--- config.mk ---
export PLATFORM = sky130hd
export DESIGN_NAME = stream_kind_detect
export DESIGN_NICKNAME = d
export VERILOG_FILES = /design/src/rtl/skd_pkg.sv /design/src/rtl/skd_arm_timer.sv /design/src/rtl/skd_window.sv /design/src/rtl/skd_mode_ctrl.sv /design/src/rtl/stream_kind_detect.sv
export SDC_FILE = /design/constraint.sdc
export NUM_CORES = 1
export LEC_CHECK = 0
export ABC_AREA = 1
export BUFFER_PORTS_ARGS = -buffer_cell sky130_fd_sc_hd__buf_2
export CORE_MARGIN = 8
export CORE_UTILIZATION = 41
export DETAILED_ROUTE_END_ITERATION = 10
export GPL_TIMING_DRIVEN = 0
export PLACE_DENSITY_LB_ADDON = 0.3
export SYNTH_ARGS = -nofsm -noshare
export SYNTH_HDL_FRONTEND = slang
export SYNTH_HIERARCHICAL = 1
export SYNTH_SLANG_ARGS = --single-unit
--- constraint.sdc ---
create_clock -name clk -period 2.1 [get_ports clk]
set_input_delay 0.42 -clock clk [delete_from_list [all_inputs] [get_ports clk]]
set_output_delay 0.42 -clock clk [all_outputs]
set_load 0.005 [all_outputs]
--- src/rtl/skd_pkg.sv ---
package skd_pkg;
    typedef enum logic [1:0] {
        CLS_NONE = 2'd0,
        CLS_PCM  = 2'd1,
        CLS_DSD  = 2'd2
    } cls_e;

    localparam int WIN_BITS = 16;

    localparam logic [WIN_BITS-1:0] SIG_DSD_X = 16'h6969;
    localparam logic [WIN_BITS-1:0] SIG_DSD_Y = 16'h5555;
    localparam logic [WIN_BITS-1:0] SIG_DSD_Z = 16'h3333;

    function automatic cls_e classify(input logic [WIN_BITS-1:0] w);
        if (w == SIG_DSD_X || w == SIG_DSD_Y || w == SIG_DSD_Z)
            return CLS_DSD;
        else if (w == '0 || w == '1)
            return CLS_PCM;
        else
            return CLS_NONE;
    endfunction
endpackage

--- src/rtl/skd_arm_timer.sv ---
module skd_arm_timer #(
    parameter int IDLE_BASE_LOG2 = 10
) (
    input  logic       clk,
    input  logic       rst_n,
    input  logic       auto_en,
    input  logic       frame_stb,
    input  logic       frame_silent,
    input  logic [1:0] idle_sel,
    output logic       armed
);
    localparam int CW = IDLE_BASE_LOG2 + 4;

    typedef struct packed {
        logic [CW-1:0] cnt;
        logic          armed;
    } st_t;

    st_t st_d, st_q;
    logic [CW-1:0] target;

    always_comb begin
        target = {{(CW-1){1'b0}}, 1'b1} << (IDLE_BASE_LOG2 + int'(idle_sel));
        st_d   = st_q;
        if (!auto_en) begin
            st_d.cnt   = '0;
            st_d.armed = 1'b0;
        end else if (frame_stb) begin
            if (!frame_silent) begin
                st_d.cnt   = '0;
                st_d.armed = 1'b0;
            end else if (!st_q.armed) begin
                st_d.cnt = st_q.cnt + 1'b1;
                if (st_q.cnt + 1'b1 >= target)
                    st_d.armed = 1'b1;
            end
        end
    end

    always_ff @(posedge clk or negedge rst_n) begin
        if (!rst_n) st_q <= '0;
        else        st_q <= st_d;
    end

    assign armed = st_q.armed;
endmodule

--- src/rtl/skd_window.sv ---
module skd_window
    import skd_pkg::*;
(
    input  logic clk,
    input  logic rst_n,
    input  logic armed,
    input  logic bit_stb,
    input  logic line_bit,
    output logic win_done,
    output cls_e win_cls
);
    localparam int PW = $clog2(WIN_BITS);

    typedef struct packed {
        logic [WIN_BITS-1:0] shreg;
        logic [PW-1:0]       pos;
        logic                done;
        cls_e                cls;
    } st_t;

    st_t st_d, st_q;
    logic [WIN_BITS-1:0] shifted;

    always_comb begin
        shifted    = {st_q.shreg[WIN_BITS-2:0], line_bit};
        st_d       = st_q;
        st_d.done  = 1'b0;
        if (!armed) begin
            st_d.pos = '0;
        end else if (bit_stb) begin
            st_d.shreg = shifted;
            st_d.pos   = st_q.pos + 1'b1;
            if (st_q.pos == PW'(WIN_BITS - 1)) begin
                st_d.done = 1'b1;
                st_d.cls  = classify(shifted);
            end
        end
    end

    always_ff @(posedge clk or negedge rst_n) begin
        if (!rst_n) st_q <= '{shreg: '0, pos: '0, done: 1'b0, cls: CLS_NONE};
        else        st_q <= st_d;
    end

    assign win_done = st_q.done;
    assign win_cls  = st_q.cls;
endmodule

--- src/rtl/skd_mode_ctrl.sv ---
module skd_mode_ctrl
    import skd_pkg::*;
#(
    parameter int RST_BITS = 48
) (
    input  logic clk,
    input  logic rst_n,
    input  logic auto_en,
    input  logic armed,
    input  logic bit_stb,
    input  logic win_done,
    input  cls_e win_cls,
    output logic mode_dsd,
    output logic int_rst
);
    localparam int RW = $clog2(RST_BITS + 1);

    typedef struct packed {
        cls_e          prev;
        logic          mode;
        logic [RW-1:0] rcnt;
    } st_t;

    st_t  st_d, st_q;
    logic flip;
    logic new_mode;

    always_comb begin
        st_d     = st_q;
        flip     = 1'b0;
        new_mode = (win_cls == CLS_DSD);
        if (!auto_en || !armed) begin
            st_d.prev = CLS_NONE;
        end else if (win_done) begin
            if (win_cls == CLS_NONE) begin
                st_d.prev = CLS_NONE;
            end else if (win_cls == st_q.prev) begin
                if (new_mode != st_q.mode) begin
                    flip      = 1'b1;
                    st_d.mode = new_mode;
                    st_d.rcnt = RW'(RST_BITS);
                end
            end else begin
                st_d.prev = win_cls;
            end
        end
        if (!flip && bit_stb && st_q.rcnt != '0)
            st_d.rcnt = st_q.rcnt - 1'b1;
    end

    always_ff @(posedge clk or negedge rst_n) begin
        if (!rst_n) st_q <= '{prev: CLS_NONE, mode: 1'b0, rcnt: '0};
        else        st_q <= st_d;
    end

    assign mode_dsd = st_q.mode;
    assign int_rst  = (st_q.rcnt != '0);
endmodule

--- src/rtl/stream_kind_detect.sv ---
module stream_kind_detect
    import skd_pkg::*;
#(
    parameter int IDLE_BASE_LOG2 = 10,
    parameter int FRAME_BITS     = 64
) (
    input  logic       clk,
    input  logic       rst_n,
    input  logic       bit_stb,
    input  logic       line_bit,
    input  logic       frame_stb,
    input  logic       frame_silent,
    input  logic       auto_en,
    input  logic [1:0] idle_sel,
    output logic       mode_dsd,
    output logic       int_rst
);
    localparam int RST_BITS = (FRAME_BITS * 3) / 4;

    logic armed;
    logic win_done;
    cls_e win_cls;

    skd_arm_timer #(.IDLE_BASE_LOG2(IDLE_BASE_LOG2)) u_arm (
        .clk(clk), .rst_n(rst_n), .auto_en(auto_en), .frame_stb(frame_stb),
        .frame_silent(frame_silent), .idle_sel(idle_sel), .armed(armed)
    );

    skd_window u_win (
        .clk(clk), .rst_n(rst_n), .armed(armed), .bit_stb(bit_stb),
        .line_bit(line_bit), .win_done(win_done), .win_cls(win_cls)
    );

    skd_mode_ctrl #(.RST_BITS(RST_BITS)) u_ctrl (
        .clk(clk), .rst_n(rst_n), .auto_en(auto_en), .armed(armed),
        .bit_stb(bit_stb), .win_done(win_done), .win_cls(win_cls),
        .mode_dsd(mode_dsd), .int_rst(int_rst)
    );
endmodule

# == After elaboration in Yosys (flattened, before gate mapping) ==
# Cells that the tools add are included.
# totals
regBits,46
output_inout_bits,2
word_cells,78
# op_classes
addsub,4
magnitude_cmp,1
eq_ne,14
shifts,1
mux,25
bitwise,2
reduce_logical,22
# op_table
op,n
15-bit 2-to-1 mux,4
"16-bit by 15-bit == test with 1-bit output, second input constant",2
"1-bit by 32-bit left shift with 14-bit output, first input constant",1
7-bit 2-to-1 mux,4
"16-bit by 14-bit == test with 1-bit output, second input constant",1
"16-bit == test, second input constant",1
16-bit logical NOT,1
"14-bit by 1-bit adder with 14-bit output, second input constant",1
14-bit greater-or-equal comparator,1
6-bit 2-to-1 mux,2
5-bit AND reduction,2
9-bit 2-to-1 mux,1
2-bit 2-to-1 mux,4
"2-bit != test, second input constant",4
2-bit nonzero test,4
1-bit 2-to-1 mux,7
3-bit 2-to-1 mux,2
2-bit AND reduction,3
6-bit nonzero test,1
"6-bit by 1-bit subtractor with 6-bit output, second input constant",1
"4-bit by 2-bit adder with 5-bit output, first input constant",1
"4-bit by 1-bit adder with 4-bit output, second input constant",1
"4-bit == test, second input constant",1
1-bit logical OR,4
11 further kinds,15

# == Depth between registers and ports, before layout ==
# Gate-level depths: netlist (run 1).
# depth
ltp_word,12
depth_mapped,17

# == By module ==
# The synthesis (run 1) kept the hierarchy.
# by_module_without_submodules
mod,n_inst,cells_each,area_each_um2
skd_window,1,135,1109.8
skd_arm_timer,1,142,1039.7
skd_mode_ctrl,1,87,631.9

# == Least setup slack after synthesis (run 1) ==
# Ideal clock, no wire load.
# synth_path
path_kind,register to register
startpoint,register u_arm/st_q[1] (netlist bit)
endpoint,"register u_arm.st_q, in the netlist u_arm/armed"
setup_time_ns,0.131
arrival_time_ns,1.746
setup_slack_ns,0.222
stages_incl_launch_ff,17
n_path_buf,0
period_less_slack_ns,1.878
path_cell_list,dfrtp_1 ha_1 nand2_1 inv_1 nand3_2 o21ai_0 nand2_1 inv_1 ha_1 o21ai_0 nand2_1 nand2_1 nand2_1 nand2_1 nand2_1 nand2_1 a21oi_1
# synth_via
elab_chain_cells,7
# synth_rtl
item,line_no,text
"start, declared",skd_arm_timer.sv:19,"st_t st_d, st_q;"
"start signal, assigned",skd_arm_timer.sv:42,else st_q <= st_d;
14-bit by 1-bit adder with 14-bit output,skd_arm_timer.sv:34,if (st_q.cnt + 1'b1 >= target)
14-bit greater-or-equal comparator,skd_arm_timer.sv:34,
1-bit 2-to-1 mux,skd_arm_timer.sv:34,
15-bit 2-to-1 mux,skd_arm_timer.sv:32,end else if (!st_q.armed) begin
15-bit 2-to-1 mux,skd_arm_timer.sv:29,if (!frame_silent) begin
15-bit 2-to-1 mux,skd_arm_timer.sv:28,end else if (frame_stb) begin
15-bit 2-to-1 mux,skd_arm_timer.sv:25,if (!auto_en) begin
# No other way between the ends. The select of a mux whose other input is x is not followed.
# A chain may end at the register's enable or synchronous reset.

# == Final worst setup path (run 1) ==
# layout_path
startpoint,register u_arm/st_q[2] (netlist bit)
endpoint,"register u_arm.st_q, in the netlist u_arm/armed"
# The elaborated chain is that of the path after synthesis.

==> impl_summary.txt, run 1 <==
----------------------------------------------------
[Status]
  Outcome ... complete, no violations

[Flow run]
  Count of maximum capacitance violations ... 0

[Floorplanning]
  # IOs ... 11
  Die Height ... about 100 um
  Chip width ... 98.4 um
  Overall die area ... about 0.0097 mm^2
  Core area ... between 0.006 and 0.007 mm^2
  Number of core rows ... 30
  Starting density of the core ... between 40% and 50%

[Route]
  Highest metal used ... met4
  Post-route ant nets ... 0
  Final routed DRC violation total ... 0
  First-pass DRT Iterations ... 4
  Vias ... around 2.3k
  Wire per inst ... about 11 um
  Detailed route wirelength on metal3 ... around 140 um
  Length of routed wiring on met1 ... 2630 um
  Initial DRC count ... 51
  Total detailed-routing wirelength ... around 5300 um
  Met2 WL post-DR ... 2430 um
  Ratio of routed vias to standard cells ... between 4 and 5

[Clocking]
  Clk root buf ... clkbuf_8
  CTS H-Tree Depth ... 2
  Latest clock arrival within the worst-skew pair ... approximately 0.30 ns
  Number of buffers inserted during clock tree synthesis ... 5
  Largest buffer count on any clock path ... 2
  CTS tree ... built
  Worst-path clk slew ... roughly 0.09 ns
  Clock sink count ... 46

[Yosys]
  Number of distinct library cells after synthesis ... 31
  Proportion of netlist area held by the largest area contributor ... 41.4%
  Leading area contributor after synthesis ... dfrtp_1
  Cells taking the most area after synthesis ... dfrtp_1 41%, nand2_1 13%, inv_1 7.0%
  Netlist area before placement ... 0.00278 mm^2
  YS warnings ... 6
  Average cell area after synthesis ... 7.64 um^2
  Portion of the post-synthesis area used by sequential elements ... between 40 and 50%
  Post-synthesis cell count ... ~360
  Flop and latch count out of synthesis ... 46

[Placement]
  Routability cong. ... between 0.8 and 0.9
  Post-place setup slack ... -0.0294 ns
  Number of port buffers ... 10
  # placed instances ... 455
  Dpl hpwl ... 3890 um
  Area after DPL ... a little under 0.003 mm^2

[Cells and area]
  Signed area change from the synthesized netlist to the final layout ... 13.8%
  Number of inserted diodes ... 0
  Post-layout net count ... about 400
  Filler cell count ... roughly 680
  Core Util, Final ... about 47%
  Final Non-Filler Cells ... around 470
  FF/Latch Area ... between 0.001 and 0.0015 mm^2
  Share of cells above drive strength 1 ... about 22%
  Multi-input combinational cell area ... 0.00144 mm^2
  Post-route cell area ... about 0.0032 mm^2

[Timing]
  Post-route clock period utilization ... between 90% and 100%
  Setup Viol. Count Final ... 0
  WHS ... 0.276 ns
  Final total negative setup slack ... 0 ns
  Clock skew after layout ... roughly 0.013 ns
  Crit path time final ... roughly 2.1 ns
  Hold Vio Cnt, Final ... 0
  Setup repair after global routing missed its margin ... true
  Worst Tran Pin Value ... 1.01 ns
  Maximum achievable frequency ... ~480 MHz
  Final WS setup ... between 0.02 and 0.025 ns
  Final max-slew violation count ... 0
  Relative slew margins ... 32.9%

[Worst setup path]
  Endpoint type of the worst setup path ... flop
  Largest fanout on the critical path ... 4
  Crit start category ... flop
  Slowest stage cell, crit path ... dfrtp_1
  Worst stage delay on the critical path ... between 0.4 and 0.5 ns
  Worst Path Class, Setup ... reg2reg
  Required time reported for the critical path endpoint ... between 2 and 2.5 ns
  Critical path cell sequence ... nand3_2, nor2_4, buf_4, buf_4, nand3_1, xor2_1, ha_1, a21oi_1, nand2_2, nand2_2, a21oi_2
  Worst path arrival time ... approximately 2.3 ns

[Global route]
  Largest net degree at the start of global routing ... between 40 and 50
  All-Layer GR Usage ... a little under an eighth
  First-pass GRT wire length ... roughly 9400 um
  Antenna violations before repair ... 0
  Total overflow reported by the global router ... 0
  Via count of the first global-routing pass ... 2182

[Pwr]
  Worst vdd rail ir drop ... about 280 uV
  Leakage power ... about 1.5 nW
  Pwr Density ... approximately 660 mW/mm^2
  Post-route total power ... ~2.1 mW

[Min path]
  HP Class ... in2async

----------------------------------------------------
[cells in the final DEF (no fill, tap or decap), types with 5 or more instances in the layout]
master,n
dfrtp_1,45
nand3_1,22
inv_1,49
buf_4,6
nor2_1,24
nand4_1,14
nand2_1,94
ha_1,7
nand2_2,12
inv_2,12
o21ai_0,9
o21ai_1,10
nor2_4,8
buf_2,10
o21ai_2,11
clkbuf_8,5
a21oi_1,9
[per-layer routing]
metal / vias to the layer above / GRT usage [%]
li1: 1197 / -
met5: - / 0
met1: 1028 / 14.7
met4: 0 / 4.25
met3: 5 / 2.35
met2: 22 / 19.2
[cell families after synthesis]
kind of cell | after synthesis | share of synthesized area (%)
other | 1 | 0.135
flip-flops | 46 | 41.4
buffers and inverters | 67 | 10.2
AO/OA/AOI/OAI | 44 | 9.54
adder cells (fa/ha/maj) | 10 | 4.50
AND/OR/NAND/NOR | 193 | 33.3
XOR/XNOR | 3 | 0.945
[flip-flops by register name, summed over array words and instances (netlist names)]
signal           cells
u_ctrl/mode_dsd      1
u_win/win_done       1
u_ctrl/st_q          8
u_arm/st_q          14
u_win/st_q           4
u_win/win_cls        2
u_win/shifted       15
u_arm/armed          1
[critical path, delay by kind of cell, from the launching register on]
kind | cells | cell delay (ns)
adders and majority gates | 1 | 0.32
buffers and inverters | 2 | 0.22
and+or+nand+nor | 5 | 0.57
DFF | 1 | 0.45
AOI/OAI and AO/OA | 2 | 0.22
xor gates and xnor gates | 1 | 0.18
[Yosys cell counts]
library cell and instances:
a21oi_1 10, a22o_1 1, a31oi_1 1, and2_1 1, buf_4 2, buf_6 3
clkinv_2 1, conb_1 1, dfrtp_1 46, ha_1 10, inv_1 52, inv_2 9
nand2_1 99, nand2_2 8, nand2_4 2, nand3_1 24, nand3_2 1, nand3_4 1
nand3b_1 1, nand4_1 14, nor2_1 25, nor2_2 4, nor2_4 7, nor3_1 4
nor3_2 1, o21ai_0 11, o21ai_1 9, o21ai_2 10, o22ai_1 2, or2_1 1
xor2_1 3
[path summary, 6_finish.rpt]
| path | startpoint | to | slack [ns] | cells past startpoint |
|---|---|---|---|---|
| worst max register to register | u_arm/st_q[2]$_DFFE_PN0P_ | u_arm/armed$_DFFE_PN0P_ | 0.02 | 11 |
| max in group asynchronous | rst_n | u_arm/st_q[1]$_DFFE_PN0P_ | 1.12 | 1 |
| worst max-delay path | u_arm/st_q[2]$_DFFE_PN0P_ | u_arm/armed$_DFFE_PN0P_ | 0.02 | 11 |
| worst min register to register | u_win/win_cls[1]$_DFFE_PN0P_ | u_win/win_cls[1]$_DFFE_PN0P_ | 0.49 | 2 |
| min in group clk | line_bit | u_win/shifted[1]$_DFFE_PN0P_ | 0.41 | 3 |
| worst min-delay path | rst_n | u_ctrl/st_q[4]$_DFFE_PN0P_ | 0.28 | 1 |
[final cells by class]
cell class / instances / share of cell area (%)
sequential: 46 / 36.4
clock buffer: 6 / 2.29
tap: 80 / 3.16
multi-input combinational: 252 / 45.5
clock inverter: 2 / 1.19
inverter: 62 / 7.39
buffer: 5 / 1.54
timing repair buffer: 14 / 2.53
[repair_timing]
item | CTS | global route
buffers inserted | 0 | 4
endpoints found under the setup margin | 1 | 1
hold buffers | 0 | 0
resized for setup | 2 | 21
pin swaps | 0 | 7
[where the power goes]
part	internal, mW	switching, mW
logic	0.149	0.258
clock network	0.355	0.297
registers	0.963	0.0629
(Power assumes the default switching activity.)
==> run 2, diff against run 1 <==
Clock period 2.1 ns to 2.5 ns, I/O delays scaled along.
==> run 2 against run 1 <==
Core utilization shrank 1.8 points; sequential share of layout area grew 1.4 points; register-to-register slack better by 0.33 ns; final cell count shrank 0.86%; fmax down 3.4%; count of clock-buffer cells in the layout is the same; flip-flop and latch count did not move; die area is the same; worst hold slack better by 0.073 ns; final area decreased by 3.8%; critical path depth increased by 5; non-clock buffer count is 4 lower.
==> impl_summary.txt, run 2 (same netlist as run 1, synthesis figures left out) <==
----------------------------------------------------
[Global route]
  First-pass GRT wire length ... 9330 um (was 9380 um)
  All-Layer GR Usage ... 11.6% (was 11.7%)
  Largest net degree at the start of global routing ... 47 (unchanged)
  Via count of the first global-routing pass ... 2166 (was 2182)
  Antenna violations before repair ... 0 (unchanged)
  Total overflow reported by the global router ... 0 (unchanged)

[Cells and area]
  Largest register FFs ... 15 (unchanged)
  Leading cell type in the layout, fill and taps excluded ... nand2_1 (unchanged)
  Filler cell count ... 688 (was 678)
  Final Non-Filler Cells ... 463 (was 467)
  Multi-input combinational cell area ... 0.00135 mm^2 (was 0.00144 mm^2)
  Number of inserted diodes ... 0 (unchanged)
  Post-layout net count ... 401 (was 405)
  Leading cell types in the layout, fill and taps excluded ... 99 x nand2_1, 52 x inv_1, 46 x dfrtp_1, 25 x nor2_1, 24 x nand3_1 (was 94 x nand2_1, 49 x inv_1, 45 x dfrtp_1, 24 x nor2_1, 22 x nand3_1)
  Share of cells above drive strength 1 ... 17.2% (was 22.5%)
  Signed area change from the synthesized netlist to the final layout ... 9.49% (was 13.8%)
  FF/Latch Area ... 0.00115 mm^2 (about the same)

[Pwr]
  Worst vdd rail ir drop ... 231 uV (was 275 uV)
  Leakage power ... 1.49 nW (was 1.53 nW)
  Pwr Density ... 572 mW/mm^2 (was 659 mW/mm^2)

[Floorplanning]
  Die Height ... 98.4 um (unchanged)
  # IOs ... 11 (unchanged)
  Core area ... 0.00668 mm^2 (unchanged)
  Starting density of the core ... 41.6% (unchanged)
  Number of core rows ... 30 (unchanged)
  Overall die area ... 0.00968 mm^2 (unchanged)
  Chip width ... 98.4 um (unchanged)

[Timing]
  Setup repair after global routing missed its margin ... false (was true)
  Clock skew after layout ... 0.00969 ns (was 0.0129 ns)
  Maximum achievable frequency ... 465 MHz (was 482 MHz)
  Final WS setup ... 0.352 ns (was 0.0242 ns)
  Post-route clock period utilization ... 85.9% (was 98.8%)
  Final total negative setup slack ... 0 ns (unchanged)
  Hold Vio Cnt, Final ... 0 (unchanged)
  Relative slew margins ... 34.8% (was 32.9%)
  Setup Viol. Count Final ... 0 (unchanged)
  Worst Tran Pin Value ... 0.977 ns (was 1.01 ns)
  Crit path time final ... 2.15 ns (was 2.08 ns)
  Final max-slew violation count ... 0 (unchanged)

[Clocking]
  Clk root buf ... clkbuf_8 (unchanged)
  Total of hold buffers inserted after clock tree synthesis ... 0 (unchanged)
  Latest clock arrival within the worst-skew pair ... 0.30 ns (about the same)
  Number of buffers inserted during clock tree synthesis ... 5 (unchanged)
  Clock sink count ... 46 (unchanged)
  Worst-path clk slew ... 0.09 ns (about the same)
  CTS H-Tree Depth ... 2 (unchanged)
  Resize count post-CTS ... 0 (was 2)
  Largest buffer count on any clock path ... 2 (unchanged)
  Post CTS Setup Buffer Count ... 0 (unchanged)
  CTS tree ... built (unchanged)

[Route]
  First-pass DRT Iterations ... 4 (unchanged)
  Initial DRC count ... 58 (was 51)
  Ratio of routed vias to standard cells ... 4.77 (was 4.82)
  Post-route ant nets ... 0 (unchanged)
  Final routed DRC violation total ... 0 (unchanged)
  Total detailed-routing wirelength ... 5020 um (was 5260 um)
  Vias ... 2210 (was 2252)
  Wire per inst ... 10.8 um (was 11.3 um)

[Worst setup path]
  Worst path arrival time ... 2.33 ns (was 2.25 ns)
  Endpoint type of the worst setup path ... flop (unchanged)
  Required time reported for the critical path endpoint ... 2.68 ns (was 2.28 ns)
  Worst Path Class, Setup ... reg2reg (unchanged)
  R2r worst-path depth ... 16 (was 11)
  Crit start category ... flop (unchanged)
  Largest fanout on the critical path ... 5 (was 4)

[Min path]
  HP Class ... in2async (unchanged)

[Placement]
  Routability cong. ... 0.809 (unchanged)
  Post-place setup slack ... 0.371 ns (was -0.0294 ns)
  Number of port buffers ... 10 (unchanged)
  # placed instances ... 455 (unchanged)
  Dpl hpwl ... 3890 um (unchanged)

[Flow run]
  Count of maximum capacitance violations ... 0 (unchanged)

[Status]
  Outcome ... complete, no violations (unchanged)

----------------------------------------------------
## run 2: changes by cell type in the layout (fill, tap and decap cells not counted), moves of 3 or more
cell     delta
ha_1        +3
ha_4        -3
inv_1       +3
nand2_2     -4
nand2_1     +5
buf_4       -4
inv_2       -3
## run 2: critical path: stages (launching register included)
cell     delay (ns)
dfrtp_1        0.39
ha_1           0.18
nand2_1        0.12
inv_1          0.09
nand3_2        0.12
o21ai_0        0.17
nand2_1        0.09
inv_1          0.06
ha_1           0.22
o21ai_0        0.17
nand2_1        0.08
nand2_1        0.06
nand2_1        0.05
nand2_1        0.05
nand2_1        0.07
nand2_1        0.06
a21oi_1        0.05
## run 2: routing by layer
| metal | vias to the layer above | part of all wire [%] | track usage (%) |
|---|---|---|---|
| met4 | 0 | 1.2 | 4.25 |
| li1 | 1188 | - | - |
| met3 | 5 | 2.7 | 2.35 |
| met5 | - | 0 | 0 |
| met2 | 25 | 45 | 19.0 |
| met1 | 992 | 51 | 14.6 |
## run 2: path summary, 6_finish.rpt
path | to | slack (ns) | start
worst max-delay path | u_arm/armed$_DFFE_PN0P_ | 0.35 | u_arm/st_q[1]$_DFFE_PN0P_
worst min-delay path | u_ctrl/st_q[4]$_DFFE_PN0P_ | 0.35 | rst_n
worst max register to register | u_arm/armed$_DFFE_PN0P_ | 0.35 | u_arm/st_q[1]$_DFFE_PN0P_
worst min register to register | u_win/win_cls[1]$_DFFE_PN0P_ | 0.49 | u_win/win_cls[1]$_DFFE_PN0P_
max in group asynchronous | u_win/shifted[4]$_DFFE_PN0P_ | 1.53 | rst_n
min in group clk | u_win/win_cls[1]$_DFFE_PN0P_ | 0.49 | u_win/win_cls[1]$_DFFE_PN0P_
## run 2: report_power, final
group	switching [mW]	leakage [nW]	internal (mW)
registers	0.0515	0.627	0.809
logic	0.213	0.816	0.122
clock network	0.246	0.0514	0.298
## run 2: area by class of cell
class	count	share of cell area [%]
Timing Repair Buffer	10	1.64
Sequential cell	46	37.8
Clock buffer	6	2.38
Tap cell	80	3.29
Inverter	62	7.68
Buffer	5	1.60
Clock inverter	2	1.23
Multi-Input combinational cell	252	44.4
## run 2: stage by stage
step / power, mW / hold WS [ns] / cell area [um^2] / util [%]
5_1_grt: 1.87 / 0.431 / 3050 / 45.6
2_1_floorplan: 1.13 / 0.204 / 2790 / -
4_1_cts: 1.77 / 0.403 / 3050 / 45.6
3_5_place_dp: 1.21 / 0.469 / 2940 / 43.9
3_3_place_gp: 1.20 / 0.471 / 2940 / 43.9
6_report: 1.74 / 0.349 / 3050 / 45.6
